`src/rtl/busacc_pkg.sv`:
```
package busacc_pkg;

  localparam int DATA_W  = 8;
  localparam int ADDR_W  = 4;
  localparam int USTEPS  = 5;

  // Opcode values (upper nibble of the instruction word)
  typedef enum logic [3:0] {
    OP_NOP = 4'h0,
    OP_LDA = 4'h1,
    OP_ADD = 4'h2,
    OP_SUB = 4'h3,
    OP_STA = 4'h4,
    OP_LDI = 4'h5,
    OP_JMP = 4'h6,
    OP_JC  = 4'h7,
    OP_JZ  = 4'h8,
    OP_OUT = 4'hE,
    OP_HLT = 4'hF
  } opcode_e;

  // One microstep's worth of control lines
  typedef struct packed {
    logic hlt;
    logic mar_ld;
    logic ram_wr;
    logic ram_oe;
    logic ir_oe;
    logic ir_ld;
    logic a_ld;
    logic a_oe;
    logic alu_oe;
    logic alu_sub;
    logic b_ld;
    logic out_ld;
    logic pc_inc;
    logic pc_oe;
    logic pc_ld;
    logic flg_ld;
  } uctl_t;

endpackage

```
`src/rtl/busacc_ram.sv`:
```
module busacc_ram #(
  parameter int DW = 8,
  parameter int AW = 4
) (
  input  logic          clk,
  input  logic          we,
  input  logic [AW-1:0] waddr,
  input  logic [DW-1:0] wdata,
  input  logic [AW-1:0] raddr,
  output logic [DW-1:0] rdata
);
  localparam int DEPTH = 1 << AW;

  logic [DW-1:0] mem [DEPTH];

  always_ff @(posedge clk) begin
    if (we) mem[waddr] <= wdata;
  end

  // Combinational read so memory can drive the bus in the same microstep
  assign rdata = mem[raddr];
endmodule

```
`src/rtl/busacc_alu.sv`:
```
module busacc_alu #(
  parameter int DW = 8
) (
  input  logic [DW-1:0] a,
  input  logic [DW-1:0] b,
  input  logic          sub,
  output logic [DW-1:0] res,
  output logic          cout,
  output logic          zero
);
  logic [DW:0]   wide;
  logic [DW-1:0] b_eff;

  always_comb begin
    b_eff = sub ? ~b : b;
    wide  = {1'b0, a} + {1'b0, b_eff} + {{DW{1'b0}}, sub};
  end

  assign res  = wide[DW-1:0];
  assign cout = wide[DW];
  assign zero = (wide[DW-1:0] == '0);
endmodule

```
`src/rtl/busacc_seq.sv`:
```
module busacc_seq
  import busacc_pkg::*;
#(
  parameter int OPW   = 4,
  parameter int STEPS = 5,
  localparam int SW   = $clog2(STEPS)
) (
  input  logic           clk,
  input  logic           rst,
  input  logic           adv,
  input  logic [OPW-1:0] op,
  input  logic           zf,
  input  logic           cf,
  output logic [SW-1:0]  step,
  output uctl_t          uc,
  output logic           halted
);
  localparam logic [SW-1:0] LAST = SW'(STEPS - 1);

  uctl_t u;

  always_comb begin
    u = '0;
    case (step)
      SW'(0): begin u.pc_oe = 1'b1; u.mar_ld = 1'b1; end
      SW'(1): begin u.ram_oe = 1'b1; u.ir_ld = 1'b1; u.pc_inc = 1'b1; end
      SW'(2): begin
        case (op)
          OP_LDA, OP_ADD, OP_SUB, OP_STA: begin u.ir_oe = 1'b1; u.mar_ld = 1'b1; end
          OP_LDI: begin u.ir_oe = 1'b1; u.a_ld = 1'b1; end
          OP_JMP: begin u.ir_oe = 1'b1; u.pc_ld = 1'b1; end
          OP_JC:  begin u.ir_oe = cf; u.pc_ld = cf; end
          OP_JZ:  begin u.ir_oe = zf; u.pc_ld = zf; end
          OP_OUT: begin u.a_oe = 1'b1; u.out_ld = 1'b1; end
          OP_HLT: u.hlt = 1'b1;
          default: ;
        endcase
      end
      SW'(3): begin
        case (op)
          OP_LDA: begin u.ram_oe = 1'b1; u.a_ld = 1'b1; end
          OP_ADD, OP_SUB: begin u.ram_oe = 1'b1; u.b_ld = 1'b1; end
          OP_STA: begin u.a_oe = 1'b1; u.ram_wr = 1'b1; end
          default: ;
        endcase
      end
      SW'(4): begin
        if (op == OP_ADD || op == OP_SUB) begin
          u.alu_oe  = 1'b1;
          u.alu_sub = (op == OP_SUB);
          u.a_ld    = 1'b1;
          u.flg_ld  = 1'b1;
        end
      end
      default: ;
    endcase
  end

  // Control lines are active only in cycles that actually advance
  assign uc = (adv && !halted) ? u : '0;

  always_ff @(posedge clk) begin
    if (rst) begin
      step   <= '0;
      halted <= 1'b0;
    end else begin
      if (adv && !halted) step <= (step == LAST) ? '0 : step + SW'(1);
      if (uc.hlt) halted <= 1'b1;
    end
  end
endmodule

```
`src/rtl/busacc_cpu.sv`:
```
module busacc_cpu
  import busacc_pkg::*;
#(
  parameter int DW    = DATA_W,
  parameter int AW    = ADDR_W,
  parameter int STEPS = USTEPS
) (
  input  logic          clk,
  input  logic          rst,
  input  logic          run_mode,
  input  logic          step_req,
  input  logic          disp_signed,
  input  logic          load_en,
  input  logic [AW-1:0] load_addr,
  input  logic [DW-1:0] load_data,
  output logic [DW-1:0] out_value,
  output logic          out_signed,
  output logic          halted
);
  localparam int OPW  = DW - AW;
  localparam int SW   = $clog2(STEPS);
  localparam int NSRC = 5;
  localparam int S_PC = 0, S_RAM = 1, S_IR = 2, S_A = 3, S_ALU = 4;

  logic [AW-1:0] pc_q, mar_q;
  logic [DW-1:0] a_q, b_q, ir_q;
  logic          zf_q, cf_q;
  logic [DW-1:0] bus;
  logic [SW-1:0] step;
  uctl_t         uc;
  logic          adv;

  logic [DW-1:0] ram_rd, alu_res;
  logic          alu_c, alu_z;

  logic [NSRC-1:0] drv;
  logic [DW-1:0]   src [NSRC];

  assign adv = run_mode | step_req;

  busacc_seq #(.OPW(OPW), .STEPS(STEPS)) u_seq (
    .clk(clk), .rst(rst), .adv(adv), .op(ir_q[DW-1:AW]),
    .zf(zf_q), .cf(cf_q), .step(step), .uc(uc), .halted(halted)
  );

  busacc_ram #(.DW(DW), .AW(AW)) u_ram (
    .clk(clk),
    .we(load_en | uc.ram_wr),
    .waddr(load_en ? load_addr : mar_q),
    .wdata(load_en ? load_data : bus),
    .raddr(mar_q),
    .rdata(ram_rd)
  );

  busacc_alu #(.DW(DW)) u_alu (
    .a(a_q), .b(b_q), .sub(uc.alu_sub),
    .res(alu_res), .cout(alu_c), .zero(alu_z)
  );

  // Bus: one-hot gated OR of all sources (tri-state replacement)
  assign drv[S_PC]  = uc.pc_oe;
  assign drv[S_RAM] = uc.ram_oe;
  assign drv[S_IR]  = uc.ir_oe;
  assign drv[S_A]   = uc.a_oe;
  assign drv[S_ALU] = uc.alu_oe;

  assign src[S_PC]  = {{(DW-AW){1'b0}}, pc_q};
  assign src[S_RAM] = ram_rd;
  assign src[S_IR]  = {{(DW-AW){1'b0}}, ir_q[AW-1:0]};
  assign src[S_A]   = a_q;
  assign src[S_ALU] = alu_res;

  always_comb begin
    bus = '0;
    for (int i = 0; i < NSRC; i++) begin
      if (drv[i]) bus = bus | src[i];
    end
  end

  always_ff @(posedge clk) begin
    if (rst) begin
      pc_q       <= '0;
      mar_q      <= '0;
      a_q        <= '0;
      b_q        <= '0;
      ir_q       <= '0;
      zf_q       <= 1'b0;
      cf_q       <= 1'b0;
      out_value  <= '0;
      out_signed <= 1'b0;
    end else begin
      out_signed <= disp_signed;
      if (uc.mar_ld) mar_q <= bus[AW-1:0];
      if (uc.ir_ld)  ir_q  <= bus;
      if (uc.a_ld)   a_q   <= bus;
      if (uc.b_ld)   b_q   <= bus;
      if (uc.out_ld) out_value <= bus;
      if (uc.pc_ld)       pc_q <= bus[AW-1:0];
      else if (uc.pc_inc) pc_q <= pc_q + AW'(1);
      if (uc.flg_ld) begin
        zf_q <= alu_z;
        cf_q <= alu_c;
      end
    end
  end
endmodule

```
`config.mk`:
```
export PLATFORM = sky130hd
export DESIGN_NAME = busacc_cpu
export DESIGN_NICKNAME = d
export VERILOG_FILES = /design/src/rtl/busacc_pkg.sv /design/src/rtl/busacc_ram.sv /design/src/rtl/busacc_alu.sv /design/src/rtl/busacc_seq.sv /design/src/rtl/busacc_cpu.sv
export SDC_FILE = /design/constraint.sdc
export NUM_CORES = 1
export LEC_CHECK = 0
export BUFFER_PORTS_ARGS = -buffer_cell sky130_fd_sc_hd__buf_2
export CAP_MARGIN = 20
export CORE_AREA = 2 2 156 158
export DETAILED_ROUTE_END_ITERATION = 6
export DIE_AREA = 0 0 158 160
export HOLD_SLACK_MARGIN = 0.05
export SLEW_MARGIN = 25
export SYNTH_ARGS = -nofsm -noshare
export SYNTH_HDL_FRONTEND = slang
export SYNTH_SLANG_ARGS = --single-unit
```
`constraint.sdc`:
```
create_clock -name clk -period 9.8 [get_ports clk]
set_clock_uncertainty 0.15 [all_clocks]
set_input_delay 0.49 -clock clk [delete_from_list [all_inputs] [get_ports clk]]
set_output_delay 0.49 -clock clk [all_outputs]
set_load 0.05 [all_outputs]
```
* Word-level counts from Yosys, hierarchy flattened
Memory sizes are Yosys's and may differ from the RTL's. A register that Yosys moved wholly into a read port is not among the register bits.
Index checks and enable logic that the tools add are counted.
** Operators by class
- Bitwise operators :: 7
- $add $sub $neg :: 4
- Eq/ne operators :: 14
- Reduce and logical (&&, ||, !) cells :: 10
- Multiplexer cells :: 42
** Operators with widths (count)
- $mux W8 :: 6
- $mux W4 :: 6
- $mux W1 :: 20
- $eq A4 B3 Y1 const B :: 4
- $mux W16 :: 1
- $or A8 B8 Y8 :: 2
- $eq A4 B4 Y1 const B :: 3
- $add A8 B8 Y9 :: 1
- $add A9 B1 Y9 :: 1
- $pmux W1 S3 :: 3
- $eq A4 B2 Y1 const B :: 2
- $logic_not A8 Y1 :: 1
- $not A8 Y8 :: 1
- $or A4 B8 Y8 :: 1
- $or A8 B4 Y8 :: 1
- $eq A3 B2 Y1 const B :: 2
- $pmux W1 S2 :: 3
- $reduce_or A6 Y1 :: 1
- $add A4 B1 Y4 const B :: 1
- $eq A4 B1 Y1 const B :: 1
- $mux W2 :: 2
- $reduce_or A4 Y1 :: 1
- $add A3 B1 Y3 const B :: 1
- $eq A3 B1 Y1 const B :: 1
- 10 further kinds :: 11
** Word-level totals
- Bits of input ports :: 18
- Output and inout bits :: 10
- Memories :: 1
- Register bits :: 47
- RAM bits :: 128
** Memories
- u_ram.mem :: words 16, width 8, rd ports 1, clocked after memory_dff 1, write ports 1, RTL line busacc_ram.sv:14 : logic [DW-1:0] mem [DEPTH];

* Logic depth before layout (Yosys ltp)
Gate-level depths: netlist of run 1.
- Depth in word-level cells :: 16
- Gate-level depth with buffers :: 12

* By module
From an unflattened synthesis of run 1, not the netlist that was laid out.
** Unflattened totals
- Cells, all modules :: 547
- Area total of the unflattened synthesis :: 7770.0 µm²
** Modules (own cells, without submodules)
- busacc_ram :: cells an instance 221, area an instance 4987.3 µm², times used 1, seq. area each 3843.7 µm²
- busacc_cpu :: cells an instance 200, area an instance 1824.2 µm², times used 1, seq. area each 860.8 µm²
- busacc_seq :: cells an instance 69, area an instance 520.5 µm², times used 1, seq. area each 80.1 µm²
- busacc_alu :: cells an instance 57, area an instance 437.9 µm², times used 1, seq. area each 0.0 µm²

* Worst setup path before layout of run 1
OpenSTA, ideal clock, no wires.
- Path kind :: reg2reg
- Start :: register u_seq.halted
- End :: memory u_ram.mem[0][6] (data pin)
- Setup time :: 296 ps
- Setup slack :: 5612 ps
- Stages on the path, launching flop included :: 12
- Data arrival time :: 3742 ps
- Clock period less this slack :: 4188 ps
- Cell sequence :: dfxtp_1 o21bai_4 buf_2 nor4_2 xor2_1 fa_1 a211o_1 a21o_1 a21oi_1 xnor2_1 a221oi_2 mux2i_1
** On the way
- Longest elaborated chain between the ends :: 11
- Elaborated cells between the ends (all ways) :: 14
- Classes of those cells :: 2 x add/sub; 7 x mux; 3 x bitwise; 2 x reduce/logical
** Ends and longest elaborated chain
- start: declaration :: RTL line busacc_seq.sv:16 : output logic halted
- start signal: assignment :: RTL line busacc_seq.sv:65 : halted <= 1'b0;
- start signal: assignment :: RTL line busacc_seq.sv:68 : if (uc.hlt) halted <= 1'b1;
- $logic_not A1 Y1 * :: RTL line busacc_seq.sv:60 : assign uc = (adv && !halted) ? u : '0;
- $logic_and A1 B1 Y1 * :: RTL line busacc_seq.sv:60
- $mux W16 * :: RTL line busacc_seq.sv:60
- branches (longest 6 deep; another with $add A8 B8 Y9)
- $mux W8 * :: RTL line busacc_cpu.sv:76 : if (drv[i]) bus = bus | src[i];
- $mux W8 * :: RTL line busacc_cpu.sv:50 : .wdata(load_en ? load_data : bus),
- named net u_ram.wdata[6] :: RTL line busacc_ram.sv:8 : input logic [DW-1:0] wdata,
- end: declaration :: RTL line busacc_ram.sv:14
Mark *: on every way through the listed nets, which the timed path passes.

* Worst setup path in the final report of run 1
- Start :: register u_seq.step[0]
- End :: memory u_ram.mem[9][3] (data pin)
** On the way
- Longest elaborated chain between the ends :: 13
- Elaborated cells between the ends (all ways) :: 24
- Classes of those cells :: 2 x add/sub; 4 x eq/ne; 13 x mux; 4 x bitwise; 1 x reduce/logical
** Ends and longest elaborated chain
- start: declaration :: RTL line busacc_seq.sv:14 : output logic [SW-1:0] step,
- start signal: assignment :: RTL line busacc_seq.sv:67 : if (adv && !halted) step <= (step == LAST) ? '0 : step + SW'(1);
- $logic_not A3 Y1 :: RTL line busacc_seq.sv:24 : case (step)
- $mux W1 :: RTL line busacc_seq.sv:24
- $mux W16 * :: RTL line busacc_seq.sv:60
- branches (longest 8 deep; another with $add A8 B8 Y9)
- $mux W8 * :: RTL line busacc_cpu.sv:76
- $mux W8 * :: RTL line busacc_cpu.sv:50
- named net u_ram.wdata[3] :: RTL line busacc_ram.sv:8
Marked as above.

==> impl_results.html, run 1 <==
<table>
<tr><th>Metric</th><th>Value</th></tr>
<tr><th colspan="2">Timing</th></tr>
<tr><td>Count of endpoints failing hold in the final timing report</td><td>0</td></tr>
<tr><td>Post-route setup slack</td><td>5.035 ns</td></tr>
<tr><td>Worst Hold Slack</td><td>0.1201 ns</td></tr>
<tr><td>Summed negative setup slack over all endpoints</td><td>0 ns</td></tr>
<tr><td>Tcrit/Tclk final</td><td>48.63%</td></tr>
<tr><td>Setup repair after global routing missed its margin</td><td>no</td></tr>
<tr><td>Final number of setup-violating endpoints</td><td>0</td></tr>
<tr><td>Max-slew headroom at the worst pin</td><td>roughly a third</td></tr>
<tr><td>Pin slew with the least headroom to its limit</td><td>1.014 ns</td></tr>
<tr><td>Time the final worst path needs with I/O delays and setup</td><td>about 4.8 ns</td></tr>
<tr><td>Fmax</td><td>0.2098 GHz</td></tr>
<tr><td>Number of pins exceeding their max-slew limit in the final report</td><td>0</td></tr>
<tr><th colspan="2">Synthesis</th></tr>
<tr><td>Yosys top cell area share</td><td>48.50%</td></tr>
<tr><td>Count of yosys warnings during synthesis</td><td>0</td></tr>
<tr><td>Largest area contributor in the netlist</td><td>sky130_fd_sc_hd__edfxtp_1</td></tr>
<tr><td>Mean post-synth cell area</td><td>~14 um2</td></tr>
<tr><td>Most used flip-flop cell after synthesis</td><td>sky130_fd_sc_hd__edfxtp_1</td></tr>
<tr><td>Post-synthesis async set-or-reset flop share</td><td>0%</td></tr>
<tr><td>Seq/Total Area, Yosys</td><td>61.38%</td></tr>
<tr><td>Dominant cells by area after synthesis</td><td>sky130_fd_sc_hd__edfxtp_1 49%, sky130_fd_sc_hd__dfxtp_1 13%, sky130_fd_sc_hd__mux4_2 9.4%</td></tr>
<tr><td>Post-Synthesis Cells</td><td>560</td></tr>
<tr><td>EDFF count, synth</td><td>128</td></tr>
<tr><td>Cell area after synthesis</td><td>7925 um2</td></tr>
<tr><td>Total nets after synthesis</td><td>592</td></tr>
<tr><td>Number of unique standard cell types used by synthesis</td><td>58</td></tr>
<tr><td>Total of flip-flops plus latches after synthesis</td><td>179</td></tr>
<tr><th colspan="2">Setup path</th></tr>
<tr><td>Type of element capturing the critical path</td><td>register</td></tr>
<tr><td>Kind of launch point of the worst setup path</td><td>register</td></tr>
<tr><td>Buf+Inv Stages, Crit Path</td><td>1</td></tr>
<tr><td>Crit path kind</td><td>register to register</td></tr>
<tr><td>CP Cell Sequence</td><td>inv_1, ha_1, nand4b_1, nor4_4, xor2_1, ha_1, a31o_2, a21oi_1, and2_1, xnor2_1, a221oi_2, mux2i_2</td></tr>
<tr><td>Required time worst endpoint</td><td>9.72 ns</td></tr>
<tr><td>CP dominant cell by count</td><td>sky130_fd_sc_hd__ha_1</td></tr>
<tr><td>Cell family contributing the most delay on the critical path</td><td>compound AO/OA/AOI/OAI gates</td></tr>
<tr><td>Startpoint of the worst setup timing path</td><td>u_seq.step[0]</td></tr>
<tr><td>Critical path arrival</td><td>4.68 ns</td></tr>
<tr><td>Slowest cell delay on critical path</td><td>0.77 ns</td></tr>
<tr><td>Slowest library cell on the worst path</td><td>sky130_fd_sc_hd__a221oi_2</td></tr>
<tr><td>Launch point of the worst reg-to-reg path</td><td>u_seq.step[0]</td></tr>
<tr><td>Largest fanout on the critical path</td><td>16</td></tr>
<tr><th colspan="2">Route</th></tr>
<tr><td>Drt total wl</td><td>approximately 19,000 um</td></tr>
<tr><td>Remaining design rule violation count</td><td>0</td></tr>
<tr><td>Total number of vias</td><td>between 4,000 and 5,000</td></tr>
<tr><td>Remaining antenna violation count after routing</td><td>0</td></tr>
<tr><td>First-pass detailed-route iteration total</td><td>5</td></tr>
<tr><td>Vias per cell</td><td>5.330</td></tr>
<tr><td>DR WL/cell</td><td>20.89 um</td></tr>
<tr><td>Starting DRC count in detailed routing</td><td>~380</td></tr>
<tr><th colspan="2">CTS</th></tr>
<tr><td>CTS clk-pin slew, worst paths</td><td>0.07 ns</td></tr>
<tr><td>CTS Buffer Depth</td><td>2</td></tr>
<tr><td>Root buf cell</td><td>sky130_fd_sc_hd__clkbuf_16</td></tr>
<tr><td>Cts hold-fix bufs</td><td>0</td></tr>
<tr><td>CTS H-tree lvls</td><td>4</td></tr>
<tr><td>Insertion delay to the later sink of the worst-skew pair</td><td>roughly 0.43 ns</td></tr>
<tr><td>TritonCTS clock tree</td><td>yes</td></tr>
<tr><td>CTS-repair resized insts</td><td>0</td></tr>
<tr><td>Setup Fix Bufs, Post-CTS</td><td>0</td></tr>
<tr><td>Inserted Clock Buffers</td><td>17</td></tr>
<tr><td>Sinks on the clock net</td><td>between 150 and 200</td></tr>
<tr><th colspan="2">Place</th></tr>
<tr><td>PortBufs</td><td>27</td></tr>
<tr><td>Final GP Congestion</td><td>0.8678</td></tr>
<tr><td>Setup slack after placement</td><td>around 5.0 ns</td></tr>
<tr><td>HPWL after DPL</td><td>12,540 um</td></tr>
<tr><th colspan="2">Final layout</th></tr>
<tr><td>Most common library cell in the layout ignoring fill and taps</td><td>sky130_fd_sc_hd__edfxtp_1</td></tr>
<tr><td>Fraction of final layout cells sized beyond drive strength 1</td><td>23.40%</td></tr>
<tr><td>Number of antenna diodes</td><td>0</td></tr>
<tr><td>Area growth syn-to-layout</td><td>13.97%</td></tr>
<tr><td>Final nets</td><td>613</td></tr>
<tr><td>Final-layout fill cell count</td><td>2,231</td></tr>
<tr><td>Leading cell types in the layout, fill and taps excluded</td><td>128 x sky130_fd_sc_hd__edfxtp_1, 59 x sky130_fd_sc_hd__nor2_1, 50 x sky130_fd_sc_hd__dfxtp_1, 37 x sky130_fd_sc_hd__a211oi_1, 33 x sky130_fd_sc_hd__mux4_2</td></tr>
<tr><th colspan="2">Floorplan</th></tr>
<tr><td>Core footprint</td><td>roughly 24,000 um2</td></tr>
<tr><td>Placement row count</td><td>57</td></tr>
<tr><td>Initial Util</td><td>33.27%</td></tr>
<tr><td>Die width</td><td>between 150 and 200 um</td></tr>
<tr><td># IOs</td><td>28</td></tr>
<tr><td>Chip height</td><td>160 um</td></tr>
<tr><td>Die area</td><td>25,280 um2</td></tr>
<tr><th colspan="2">Power and ir drop</th></tr>
<tr><td>IR drop worst, VDD</td><td>115.2 uV</td></tr>
<tr><td>Post-layout total power</td><td>0.001747 W</td></tr>
<tr><td>Leakage</td><td>a little under 3 nW</td></tr>
<tr><td>Ratio of total power to cell area</td><td>193.4 nW/um2</td></tr>
<tr><th colspan="2">Global route</th></tr>
<tr><td>Tot GR Track Use</td><td>15.68%</td></tr>
<tr><td>Via count of the first global-routing pass</td><td>4,842</td></tr>
<tr><td>Pin count of the biggest net entering global routing</td><td>50</td></tr>
<tr><td>Total gr overflow</td><td>0</td></tr>
<tr><td>Wire length of the first global-routing pass</td><td>28,800 um</td></tr>
<tr><td>Number of antenna violations at the first check in global routing</td><td>0</td></tr>
<tr><th colspan="2">Status</th></tr>
<tr><td>Run status</td><td>finished clean</td></tr>
<tr><th colspan="2">Hold path</th></tr>
<tr><td>Worst Min Path Start</td><td>disp_signed</td></tr>
<tr><td>Hold Path Class</td><td>primary input to register</td></tr>
<tr><th colspan="2">Job</th></tr>
<tr><td>Number of max-cap violations</td><td>0</td></tr>
</table>
cell families after synthesis:
kind of cell             after synthesis  synth area share, %
AND/OR/NAND/NOR                      136                8.904
buffers and inverters                 45                2.494
flip-flops                           179                61.38
XOR/XNOR                              18                1.989
AO/OA/AOI/OAI                        107                9.868
multiplexers                          61                13.06
adder cells (fa/ha/maj)               14                2.305
synth_stat cells (4+ instances only):
cell type	n
sky130_fd_sc_hd__xor2_1	12
sky130_fd_sc_hd__clkbuf_1	14
sky130_fd_sc_hd__xnor2_1	6
sky130_fd_sc_hd__edfxtp_1	128
sky130_fd_sc_hd__inv_1	14
sky130_fd_sc_hd__o22ai_1	4
sky130_fd_sc_hd__mux2_2	9
sky130_fd_sc_hd__o211ai_1	8
sky130_fd_sc_hd__a31oi_1	5
sky130_fd_sc_hd__mux2i_1	19
sky130_fd_sc_hd__a21oi_1	17
sky130_fd_sc_hd__ha_1	13
sky130_fd_sc_hd__dfxtp_1	51
sky130_fd_sc_hd__nor3b_1	4
sky130_fd_sc_hd__nor2b_1	8
sky130_fd_sc_hd__buf_2	11
sky130_fd_sc_hd__a211oi_1	37
sky130_fd_sc_hd__nand2_1	17
sky130_fd_sc_hd__o21ai_0	7
sky130_fd_sc_hd__nand4_1	10
sky130_fd_sc_hd__a22oi_1	4
sky130_fd_sc_hd__nor2_1	69
sky130_fd_sc_hd__mux4_2	33
sky130_fd_sc_hd__nand2b_1	6
metal layers:
layer  global-route usage [%]  vias up  share of wire, %
met5                        0        -                 0
met4                    6.020        0               2.5
met3                    3.148       29               5.3
met2                    25.67      159                50
met1                    20.47     2476                43
li1                         -     2229                 -
power breakdown:
group          total [W]  leakage [nW]  switching [W]  internal, W
registers       0.000876          1.58      0.0000304     0.000846
logic           0.000204          1.10       0.000120    0.0000842
clock network   0.000666         0.284       0.000325     0.000342
worst paths after layout:
check / endpoint / slack (ns) / cells past startpoint
setup / recovery: u_ram.mem[9][3] / 5.03 / 12
hold / removal: out_signed / 0.12 / 2
setup reg to reg: u_ram.mem[9][3] / 5.03 / 12
hold reg to reg: out_value[7] / 0.34 / 2
cell type report:
type	count	area, um2	area share (%)
timing repair buffer	33	180.2	1.995
sequential	179	4866	53.87
tap	324	405.4	4.488
clock inverter	14	161.4	1.787
clock buffer	18	429.2	4.751
inverter	14	52.55	0.5818
multi-input combinational	336	2938	32.53
stage by stage:
step	utilization, %	instance area, um2	std cells
2_1_floorplan	-	7925	560
3_3_place_gp	35.15	8372	886
3_5_place_dp	35.28	8404	886
4_1_cts	37.76	8995	918
5_1_grt	37.92	9032	918
6_report	37.92	9032	918
sequential cells by signal (all words and copies together) (netlist names), named ones only:
| signal | cells |
|---|---|
| out_value | 8 |
| u_ram.mem | 128 |
| b_q | 8 |
| mar_q | 4 |
| out_signed | 1 |
| u_seq.halted | 1 |
| u_seq.step | 3 |
| cf_q | 1 |
| pc_q | 4 |
| ir_q | 8 |
| zf_q | 1 |
| a_q | 8 |
worst reg2reg max path, delay by kind of cell (launching register included):
kind,cells,cell delay [ns]
adders and majority gates,2,0.55
AOI/OAI and AO/OA,3,1.23
buffers and inverters,1,0.09
xor gates and xnor gates,2,0.41
muxes,1,0.42
and+or+nand+nor,3,1.18
DFF,1,0.35
(Power assumes the default switching activity.)
==> inputs of run 2 (changes only) <==
==> constraint.sdc (replaced) <==
create_clock -name clk -period 4.35 [get_ports clk]
set_clock_uncertainty 0.15 [all_clocks]
set_input_delay 0.2175 -clock clk [delete_from_list [all_inputs] [get_ports clk]]
set_output_delay 0.2175 -clock clk [all_outputs]
set_load 0.05 [all_outputs]
==> impl_results.html, run 2 (synthesis gave the netlist of run 1 again) <==
<table>
<tr><th>Metric</th><th>Value</th></tr>
<tr><th colspan="2">Setup path</th></tr>
<tr><td>Internal reg-to-reg setup slack</td><td>0.44 ns</td></tr>
<tr><td>Kind of launch point of the worst setup path</td><td>register</td></tr>
<tr><td>Critical path arrival</td><td>just under 4 ns</td></tr>
<tr><td>Worst Setup EP</td><td>u_ram.mem[3][6]</td></tr>
<tr><td>Launch point of the worst reg-to-reg path</td><td>u_seq.step[0]</td></tr>
<tr><td>Type of element capturing the critical path</td><td>register</td></tr>
<tr><td>Crit Reg-Reg Endpoint</td><td>u_ram.mem[3][6]</td></tr>
<tr><td>Largest fanout on the critical path</td><td>16</td></tr>
<tr><td>Startpoint of the worst setup timing path</td><td>u_seq.step[0]</td></tr>
<tr><td>Cells on worst reg2reg path</td><td>13</td></tr>
<tr><td>Required time worst endpoint</td><td>4.33 ns</td></tr>
<tr><td>Crit path kind</td><td>register to register</td></tr>
<tr><th colspan="2">CTS</th></tr>
<tr><td>Sinks on the clock net</td><td>179</td></tr>
<tr><td>TritonCTS clock tree</td><td>yes</td></tr>
<tr><td>CTS Buffer Depth</td><td>2</td></tr>
<tr><td>Setup Fix Bufs, Post-CTS</td><td>0</td></tr>
<tr><td>Inserted Clock Buffers</td><td>17</td></tr>
<tr><td>Root buf cell</td><td>sky130_fd_sc_hd__clkbuf_16</td></tr>
<tr><td>Insertion delay to the later sink of the worst-skew pair</td><td>approximately 0.43 ns</td></tr>
<tr><td>CTS-repair resized insts</td><td>0</td></tr>
<tr><td>Cts hold-fix bufs</td><td>3</td></tr>
<tr><td>CTS clk-pin slew, worst paths</td><td>0.07 ns</td></tr>
<tr><td>CTS H-tree lvls</td><td>4</td></tr>
<tr><th colspan="2">Floorplan</th></tr>
<tr><td>Placement row count</td><td>between 50 and 60</td></tr>
<tr><td>Initial Util</td><td>about a third</td></tr>
<tr><td>Die width</td><td>between 150 and 200 um</td></tr>
<tr><td>Chip height</td><td>about 160 um</td></tr>
<tr><td>Die area</td><td>25,280 um2</td></tr>
<tr><td>Core footprint</td><td>23,820 um2</td></tr>
<tr><td># IOs</td><td>28</td></tr>
<tr><th colspan="2">Final layout</th></tr>
<tr><td>Final-layout fill cell count</td><td>2,264</td></tr>
<tr><td>Number of antenna diodes</td><td>0</td></tr>
<tr><td>Number of flip-flops in the largest register</td><td>128</td></tr>
<tr><td>Post-layout utilization of the core</td><td>a little under two fifths</td></tr>
<tr><td>Most common library cell in the layout ignoring fill and taps</td><td>sky130_fd_sc_hd__edfxtp_1</td></tr>
<tr><td>Area growth syn-to-layout</td><td>15.35%</td></tr>
<tr><td>Area of the multi-input gates</td><td>2895 um2</td></tr>
<tr><td>Final nets</td><td>634</td></tr>
<tr><td>Leading cell types in the layout, fill and taps excluded</td><td>128 x sky130_fd_sc_hd__edfxtp_1, 67 x sky130_fd_sc_hd__nor2_1, 50 x sky130_fd_sc_hd__dfxtp_1, 37 x sky130_fd_sc_hd__a211oi_1, 33 x sky130_fd_sc_hd__mux4_2</td></tr>
<tr><td>Combined flip-flop and latch cell area</td><td>slightly below 5000 um2</td></tr>
<tr><td>Register with the highest flop count</td><td>u_ram.mem</td></tr>
<tr><td>Fraction of final layout cells sized beyond drive strength 1</td><td>23.94%</td></tr>
<tr><td>Cell Count, Final, Fillers Out</td><td>938</td></tr>
<tr><th colspan="2">Global route</th></tr>
<tr><td>Via count of the first global-routing pass</td><td>5,040</td></tr>
<tr><td>Tot GR Track Use</td><td>15.31%</td></tr>
<tr><td>Wire length of the first global-routing pass</td><td>28,890 um</td></tr>
<tr><td>Pin count of the biggest net entering global routing</td><td>33</td></tr>
<tr><td>Global-route met2 utilization</td><td>about a quarter</td></tr>
<tr><td>Number of antenna violations at the first check in global routing</td><td>0</td></tr>
<tr><td>Met1 capacity usage during global routing</td><td>19.45%</td></tr>
<tr><td>Total gr overflow</td><td>0</td></tr>
<tr><td>Global routing usage on met3</td><td>3.202%</td></tr>
<tr><td>Global-route layer with the greatest usage</td><td>met2</td></tr>
<tr><th colspan="2">Route</th></tr>
<tr><td>First-pass detailed-route iteration total</td><td>5</td></tr>
<tr><td>Vias per cell</td><td>5.289</td></tr>
<tr><td>Remaining antenna violation count after routing</td><td>0</td></tr>
<tr><td>Drt total wl</td><td>roughly 19,000 um</td></tr>
<tr><td>Total number of vias</td><td>4,961</td></tr>
<tr><td>Remaining design rule violation count</td><td>0</td></tr>
<tr><td>Starting DRC count in detailed routing</td><td>about 380</td></tr>
<tr><td>DR WL/cell</td><td>19.73 um</td></tr>
<tr><th colspan="2">Place</th></tr>
<tr><td>DP Cell Count</td><td>904</td></tr>
<tr><td>HPWL after DPL</td><td>12,830 um</td></tr>
<tr><td>Final GP Congestion</td><td>0.8325</td></tr>
<tr><td>PortBufs</td><td>27</td></tr>
<tr><th colspan="2">Timing</th></tr>
<tr><td>Count of endpoints failing hold in the final timing report</td><td>0</td></tr>
<tr><td>Final number of setup-violating endpoints</td><td>0</td></tr>
<tr><td>Pin slew with the least headroom to its limit</td><td>1.037 ns</td></tr>
<tr><td>Number of pins exceeding their max-slew limit in the final report</td><td>0</td></tr>
<tr><td>Worst Hold Slack</td><td>0.2096 ns</td></tr>
<tr><td>Time the final worst path needs with I/O delays and setup</td><td>3.910 ns</td></tr>
<tr><td>Fmax</td><td>roughly 0.26 GHz</td></tr>
<tr><td>Tcrit/Tclk final</td><td>between 80% and 90%</td></tr>
<tr><td>Summed negative setup slack over all endpoints</td><td>0 ns</td></tr>
<tr><td>Setup repair after global routing missed its margin</td><td>no</td></tr>
<tr><td>Max-slew headroom at the worst pin</td><td>30.62%</td></tr>
<tr><th colspan="2">Power and ir drop</th></tr>
<tr><td>Share of total power in combinational logic</td><td>12.5%</td></tr>
<tr><td>Sequential group share of total power</td><td>50.6%</td></tr>
<tr><td>Leakage</td><td>3.053 nW</td></tr>
<tr><td>Net switching component of the power</td><td>between 0.001 and 0.0015 W</td></tr>
<tr><td>Net switching fraction of the power</td><td>26.39%</td></tr>
<tr><td>Pint</td><td>approximately 0.0029 W</td></tr>
<tr><td>IR drop worst, VDD</td><td>260.7 uV</td></tr>
<tr><td>Clk network pwr share</td><td>36.9%</td></tr>
<tr><td>Ratio of total power to cell area</td><td>425.8 nW/um2</td></tr>
<tr><th colspan="2">Job</th></tr>
<tr><td>Number of max-cap violations</td><td>0</td></tr>
<tr><th colspan="2">Hold path</th></tr>
<tr><td>Hold Path Class</td><td>primary input to register</td></tr>
<tr><th colspan="2">Status</th></tr>
<tr><td>Run status</td><td>finished clean</td></tr>
</table>
run 2: changes by cell type in the layout (fill, tap and decap cells not counted), moves of 2 or more:
cell                            previous run  this run
sky130_fd_sc_hd__buf_12                    0         2
sky130_fd_sc_hd__clkinv_2                  0         3
sky130_fd_sc_hd__dlygate4sd3_1             0         3
sky130_fd_sc_hd__buf_4                     6        22
sky130_fd_sc_hd__nor2_2                   10         2
sky130_fd_sc_hd__clkinv_8                  4         2
sky130_fd_sc_hd__clkinvlp_4                1         4
sky130_fd_sc_hd__inv_6                     1         3
sky130_fd_sc_hd__clkinv_4                  4         0
sky130_fd_sc_hd__inv_8                     4         2
sky130_fd_sc_hd__nor2_1                   59        67
run 2: metal layers:
layer / wire [um] / part of all wire (%)
met1: 7882 / 43
met5: 0 / 0
met4: 420 / 2.3
met3: 806 / 4.4
met2: 9395 / 51
run 2: stage by stage:
| step | total power, W | area (um2) | setup WS (ns) |
|---|---|---|---|
| floorplan | 0.002317 | 7925 | 0.1616 |
| global placement | 0.002467 | 8532 | 0.4731 |
| detailed placement | 0.002485 | 8536 | 0.2291 |
| CTS | 0.003911 | 9117 | 0.1980 |
| global route | 0.004039 | 9141 | 0.1834 |
| finish | 0.003892 | 9141 | 0.4398 |
run 2: how the worst min path moves through the flow:
stage                 startpoint              end  slack [ns]  depth (start not counted)
floorplan            disp_signed       out_signed        0.20                          1
global placement     disp_signed       out_signed        0.28                          2
detailed placement   disp_signed       out_signed        0.29                          2
CTS                 load_data[0]  u_ram.mem[7][0]        0.21                          4
global route        load_data[0]  u_ram.mem[7][0]        0.24                          4
finish              load_data[0]  u_ram.mem[7][0]        0.21                          4
run 2: cell type report:
class | count | area share, %
clock buffer | 17 | 4.654
multi-input combinational | 336 | 31.67
inverter | 14 | 0.5749
tap | 324 | 4.435
clock inverter | 14 | 1.382
timing repair buffer | 54 | 4.051
sequential | 179 | 53.23
run 2: critical path, stage by stage, from the launching register on:
cell                       delay, ns
sky130_fd_sc_hd__dfxtp_1        0.42
sky130_fd_sc_hd__inv_1          0.10
sky130_fd_sc_hd__ha_1           0.26
sky130_fd_sc_hd__nand4b_1       0.15
sky130_fd_sc_hd__nor4_2         0.07
sky130_fd_sc_hd__buf_4          0.17
sky130_fd_sc_hd__mux2_2         0.28
sky130_fd_sc_hd__fa_1           0.45
sky130_fd_sc_hd__a211o_1        0.30
sky130_fd_sc_hd__a21o_1         0.16
sky130_fd_sc_hd__a21oi_1        0.24
sky130_fd_sc_hd__xnor2_1        0.17
sky130_fd_sc_hd__a221oi_2       0.10
sky130_fd_sc_hd__mux2i_2        0.59
run 2: power groups by stage:
stage          Clock [W]  Sequential, W  Combinational, W
2_1_floorplan          0        0.00196          0.000357
3_3_place_gp           0        0.00201          0.000460
3_5_place_dp           0        0.00201          0.000475
4_1_cts          0.00146        0.00197          0.000480
5_1_grt          0.00153        0.00198          0.000525
6_report         0.00144        0.00197          0.000485
